### src/rtl/div_pkg.sv
package div_pkg;

   typedef enum logic {
      DIV_IDLE = 1'b0,
      DIV_RUN  = 1'b1
   } div_state_e;

   // trial subtractor variants
   localparam int unsigned TRIAL_BORROW  = 0;
   localparam int unsigned TRIAL_COMPARE = 1;

endpackage

### src/rtl/div_ctrl.sv
module div_ctrl
   import div_pkg::*;
#(
   parameter int unsigned W = 32
) (
   input  logic clk,
   input  logic rst_n,
   input  logic start,
   output logic load,
   output logic step,
   output logic last,
   output logic busy
);
   localparam int unsigned STEPS = W + 1;
   localparam int unsigned CW    = $clog2(STEPS + 1);

   div_state_e      state_q;
   logic [CW-1:0]   cnt_q;

   assign busy = (state_q == DIV_RUN);
   assign load = (state_q == DIV_IDLE) && start;
   assign step = busy;
   assign last = busy && (cnt_q == CW'(STEPS - 1));

   always_ff @(posedge clk or negedge rst_n) begin
      if (!rst_n) begin
         state_q <= DIV_IDLE;
         cnt_q   <= '0;
      end else if (load) begin
         state_q <= DIV_RUN;
         cnt_q   <= '0;
      end else if (last) begin
         state_q <= DIV_IDLE;
         cnt_q   <= '0;
      end else if (step) begin
         cnt_q   <= cnt_q + 1'b1;
      end
   end
endmodule

### src/rtl/div_trial.sv
module div_trial
   import div_pkg::*;
#(
   parameter int unsigned W    = 32,
   parameter int unsigned IMPL = TRIAL_BORROW
) (
   input  logic [2*W-1:0] rem,
   input  logic [2*W-1:0] dsr,
   output logic [2*W-1:0] diff,
   output logic           fits
);
   localparam int unsigned DW = 2 * W;

   generate
      if (IMPL == TRIAL_BORROW) begin : g_borrow
         logic [DW:0] wide;
         assign wide = {1'b0, rem} - {1'b0, dsr};
         assign diff = wide[DW-1:0];
         assign fits = ~wide[DW];
      end else begin : g_compare
         assign diff = rem - dsr;
         assign fits = (rem >= dsr);
      end
   endgenerate
endmodule

### src/rtl/div_datapath.sv
module div_datapath #(
   parameter int unsigned W    = 32,
   parameter int unsigned IMPL = 0
) (
   input  logic         clk,
   input  logic         rst_n,
   input  logic         load,
   input  logic         step,
   input  logic [W-1:0] dividend,
   input  logic [W-1:0] divisor,
   output logic [W-1:0] quo_nxt,
   output logic [W-1:0] rem_nxt
);
   localparam int unsigned DW = 2 * W;

   logic [DW-1:0] rem_q, dsr_q, diff;
   logic [W-1:0]  quo_q;
   logic          fits;

   div_trial #(.W(W), .IMPL(IMPL)) u_trial (
      .rem  (rem_q),
      .dsr  (dsr_q),
      .diff (diff),
      .fits (fits)
   );

   // values after the current step, taken by the result stage on the last one
   assign quo_nxt = {quo_q[W-2:0], fits};
   assign rem_nxt = fits ? diff[W-1:0] : rem_q[W-1:0];

   always_ff @(posedge clk or negedge rst_n) begin
      if (!rst_n) begin
         rem_q <= '0;
         dsr_q <= '0;
         quo_q <= '0;
      end else if (load) begin
         rem_q <= {{W{1'b0}}, dividend};
         dsr_q <= {divisor, {W{1'b0}}};
         quo_q <= '0;
      end else if (step) begin
         if (fits) rem_q <= diff;
         dsr_q <= {1'b0, dsr_q[DW-1:1]};
         quo_q <= quo_nxt;
      end
   end
endmodule

### src/rtl/restoring_divider.sv
module restoring_divider
   import div_pkg::*;
#(
   parameter int unsigned W    = 32,
   parameter int unsigned IMPL = TRIAL_BORROW
) (
   input  logic         clk,
   input  logic         rst_n,
   input  logic         start,
   input  logic [W-1:0] dividend,
   input  logic [W-1:0] divisor,
   output logic         busy,
   output logic         done,
   output logic [W-1:0] quotient,
   output logic [W-1:0] remainder
);
   generate
      if (W < 2) begin : g_bad_width
         $error("restoring_divider: W must be at least 2");
      end
      if (IMPL > TRIAL_COMPARE) begin : g_bad_impl
         $error("restoring_divider: IMPL selects no trial variant");
      end
   endgenerate

   logic         load, step, last;
   logic [W-1:0] quo_nxt, rem_nxt;
   logic         done_q;
   logic [W-1:0] quo_out_q, rem_out_q;

   div_ctrl #(.W(W)) u_ctrl (
      .clk   (clk),
      .rst_n (rst_n),
      .start (start),
      .load  (load),
      .step  (step),
      .last  (last),
      .busy  (busy)
   );

   div_datapath #(.W(W), .IMPL(IMPL)) u_dp (
      .clk      (clk),
      .rst_n    (rst_n),
      .load     (load),
      .step     (step),
      .dividend (dividend),
      .divisor  (divisor),
      .quo_nxt  (quo_nxt),
      .rem_nxt  (rem_nxt)
   );

   always_ff @(posedge clk or negedge rst_n) begin
      if (!rst_n) begin
         done_q    <= 1'b0;
         quo_out_q <= '0;
         rem_out_q <= '0;
      end else begin
         done_q <= last;
         if (last) begin
            quo_out_q <= quo_nxt;
            rem_out_q <= rem_nxt;
         end
      end
   end

   assign done      = done_q;
   assign quotient  = quo_out_q;
   assign remainder = rem_out_q;
endmodule

### config.mk
export PLATFORM = sky130hd
export DESIGN_NAME = restoring_divider
export DESIGN_NICKNAME = d
export VERILOG_FILES = /design/src/rtl/div_pkg.sv /design/src/rtl/div_ctrl.sv /design/src/rtl/div_trial.sv /design/src/rtl/div_datapath.sv /design/src/rtl/restoring_divider.sv
export SDC_FILE = /design/constraint.sdc
export NUM_CORES = 1
export LEC_CHECK = 0
export BUFFER_PORTS_ARGS = -buffer_cell sky130_fd_sc_hd__buf_2
export CAP_MARGIN = 10
export CORE_MARGIN = 2
export CORE_UTILIZATION = 50
export DETAILED_ROUTE_END_ITERATION = 16
export PLACE_DENSITY = 0.69
export REMOVE_ABC_BUFFERS = 1
export SETUP_SLACK_MARGIN = 0.05
export SYNTH_ARGS = -nofsm -noshare
export SYNTH_HDL_FRONTEND = slang
export SYNTH_SLANG_ARGS = --single-unit
### constraint.sdc
create_clock -name clk -period 3.47 [get_ports clk]
set_input_delay 0 -clock clk [delete_from_list [all_inputs] [get_ports clk]]
set_output_delay 0 -clock clk [all_outputs]
set_load 0.05 [all_outputs]
==> summary.md <==
### Run status
- status: complete, no violations

### Drt
- Post-route DRC: 0
- Routed WL per cell: 16.6 um
- total detailed-routing wirelength: 34200 um
- per-cell via count in the routed design: 5.56
- First DRT Iteration DRCs: 869
- remaining antenna violation count after routing: 0
- Initial DRT Pass Iterations: 6
- total via count in the routed design: 11400

### Setup path
- crit path launch type: register
- Worst path top cell family by delay: compound AO/OA/AOI/OAI gates
- required arrival time at the worst endpoint: 3.90 ns
- critical path, cell by cell: inv_1 > ha_1 > nor2b_1 > o2111ai_1 > a31oi_1 > nor3_1 > o21ai_1 > a21oi_1 > o21ai_1 > xor2_1 > o22a_1 > o21a_1
- critical path start-end classification: reg -> reg
- slowest CP cell: nor3_1
- sort of element at the end of the critical path: register
- Most Frequent Cell on Critical Path: o21ai_1
- Worst path max stage delay: 0.58 ns
- highest net fanout along the worst path: 4
- Worst Path Arrival: 3.72 ns
- crit path buf inv count: 1

### Synth
- number of synthesized flops with an enable pin: 0
- portion of synthesized cell area occupied by the leading cell type: 41.7%
- mapped cell area: 13800 sq um
- Synthesis Warnings: 0
- total of flip-flops plus latches after synthesis: 231
- most area-hungry cell type in the Yosys netlist: dfrtp_1
- synthesized area per cell: 9.19 sq um
- Synth Instances: 1507
- number of distinct standard cells referenced by the synthesized netlist: 87
- portion of the post-synthesis area used by sequential elements: 41.7%
- fraction of synthesis flops using an asynchronous set or reset pin: 100%
- dominant cells by area after synthesis: dfrtp_1 (42%), nand2_1 (7.4%), ha_1 (6.0%), mux2i_1 (4.8%), o21ai_0 (3.4%)
- Primary FF master, synth: dfrtp_1

### Timing
- number of setup violations in the final report: 0
- Pins Over Slew Limit: 0
- worst slew slack as a fraction of its limit: 42.1%
- maximum achievable frequency: 305 MHz
- worst clock skew on the final layout: 0.0120 ns
- minimum clock period: 3.28 ns
- part of the cycle the worst path needs: 94.6%
- sum of negative setup slack: 0 ns
- smallest setup slack after layout: 0.187 ns
- final hold violation count: 0
- slew at the pin with the worst max-slew slack: 0.869 ns

### Final layout
- ratio of cells with drive above 1 in the final layout: 15.3%
- antenna cell count: 0
- area delta synth->final: 18.7%
- final design instance area without fill: 16400 sq um
- final cell utilization of the core: 60.7%
- net total in the final layout: 1795

### Min path
- worst min-delay path class: in -> async

### Global route
- GRT overflow: 0
- aggregate global-route resource usage: 23.3%
- wire length of the first global-routing pass: 56000 um
- number of antenna violations at the first check in global routing: 0
- number of global-route vias before repair: 11200
- largest net degree at the start of global routing: 110

### CTS
- # H-tree levels: 1
- clk sink count: 231
- CTS tree: done
- buffer levels on the longest clock path: 3
- clock root buffer: clkbuf_16
- clock latency at the later pin of the worst-skew pair: 0.55 ns
- clock-pin transition on the worst setup and hold timing paths: 0.06 ns
- Inserted Clock Buffers: 27

### Place
- Placed Instance Area: 14600 sq um
- number of port buffers: 132
- weighted congestion at the end of routability-driven global placement: 0.920
- post-detail-place hpwl: 23400 um
- post-placement worst setup slack: 0.182 ns

### Die
- Starting Density: 51.1%
- width of the die: 170 um
- total core area: 27100 sq um
- height of the die: 170 um
- number of top-level pins: 133
- standard-cell rows: 60
- Die ar.: 29000 sq um

### Flow run
- Max Cap Violations: 0

[stage by stage]
stage	hold WS (ns)	instances
final	0.0884	2054
after global routing	0.166	2054
after CTS	0.127	2048
after detailed placement	0.125	1933
after global placement	0.128	1933
after floorplan	-0.296	1406
[worst reg2reg max path, delay by kind of cell (launching register included)]
family | cells | cell delay, ns
compound gates | 7 | 1.47
simple gates | 2 | 0.72
flops | 1 | 0.41
fa+ha+maj | 1 | 0.29
xor+xnor | 1 | 0.17
buf+inv | 1 | 0.09
[sequential cells by signal (all words and copies together) (netlist names)]
signal and flops:
done 1, quotient 32, remainder 32, u_ctrl.busy 1, u_ctrl.cnt_q 6, u_dp.dsr_q 64
u_dp.quo_q 31, u_dp.rem_q 64
[timing repair]
| action | 4_1_cts | 5_1_grt |
|---|---|---|
| endpoints found under the hold margin | 171 | 0 |
| buffers inserted | 0 | 3 |
| resized for setup | 0 | 6 |
| setup endpoints to repair | 0 | 28 |
| hold buffers | 65 | 0 |
[cells in the final DEF (no fill, tap or decap), drive strengths merged, types with 8 or more instances in the layout]
cell,n
nor3,13
nand3,55
o21ai,134
o21bai,11
dlygate4sd3,65
nand2,275
xnor2,42
a21oi,83
dfrtp,231
nand4,16
o22a,30
inv,80
o21a,39
buf,158
a22o,34
a21o,29
and2,8
o31ai,40
ha,66
clkbuf,39
nor2,43
and3,13
xor2,19
mux2i,66
a31oi,8
[area by class of cell]
class,instances,area [sq um]
clock buffers,36,779
clock inverters,14,246
fillers,2334,10700
inverters,79,297
multi-input cells,1096,7190
flip-flops and latches,231,5780
well taps,372,465
repair buffers,226,1680
[worst paths after layout]
check	start	end	slack (ns)	depth (start not counted)
setup / recovery	u_dp.dsr_q[1]	u_dp.rem_q[27]	0.19	12
hold / removal	rst_n	quotient[10]	0.09	2
setup reg to reg	u_dp.dsr_q[1]	u_dp.rem_q[27]	0.19	12
hold reg to reg	quotient[26]	quotient[26]	0.47	2
max in group asynchronous	rst_n	u_dp.dsr_q[30]	2.49	3
min in group clk	start	u_dp.dsr_q[63]	0.13	4
[cell usage after synthesis (19+ instances only)]
library cell  count
xor2_1           19
mux2i_1          66
inv_1            78
o21ai_1          35
a22o_1           33
nand2_1         273
dfrtp_1         231
clkbuf_1         44
a21o_1           27
ha_1             66
o22a_1           30
o21ai_0          94
a21oi_1          76
o21a_1           39
o31ai_1          38
nor2_1           41
xnor2_1          42
nand3_1          55
[kinds of logic after synthesis]
family                   count (synthesis)  synth area share [%]
adder cells (fa/ha/maj)                 67                  6.11
AO/OA/AOI/OAI                          446                  22.0
flip-flops                             231                  41.7
buffers and inverters                  180                  6.65
XOR/XNOR                                61                  3.86
AND/OR/NAND/NOR                        455                  14.8
multiplexers                            67                  4.85
[layer usage]
| layer | wire [um] | part of all wire, % | track usage, % | up-vias |
|---|---|---|---|---|
| met2 | 16100 | 47 | 39.1 | 280 |
| met1 | 16000 | 47 | 32.6 | 5479 |
| met3 | 1390 | 4.1 | 2.63 | 50 |
| met4 | 655 | 1.9 | 4.91 | 0 |
| met5 | 0 | 0 | 0 | - |
| li1 | - | - | - | 5617 |
Power is not shown: default switching activity piles up to over one toggle a cycle in this logic, so the estimate is an artifact.
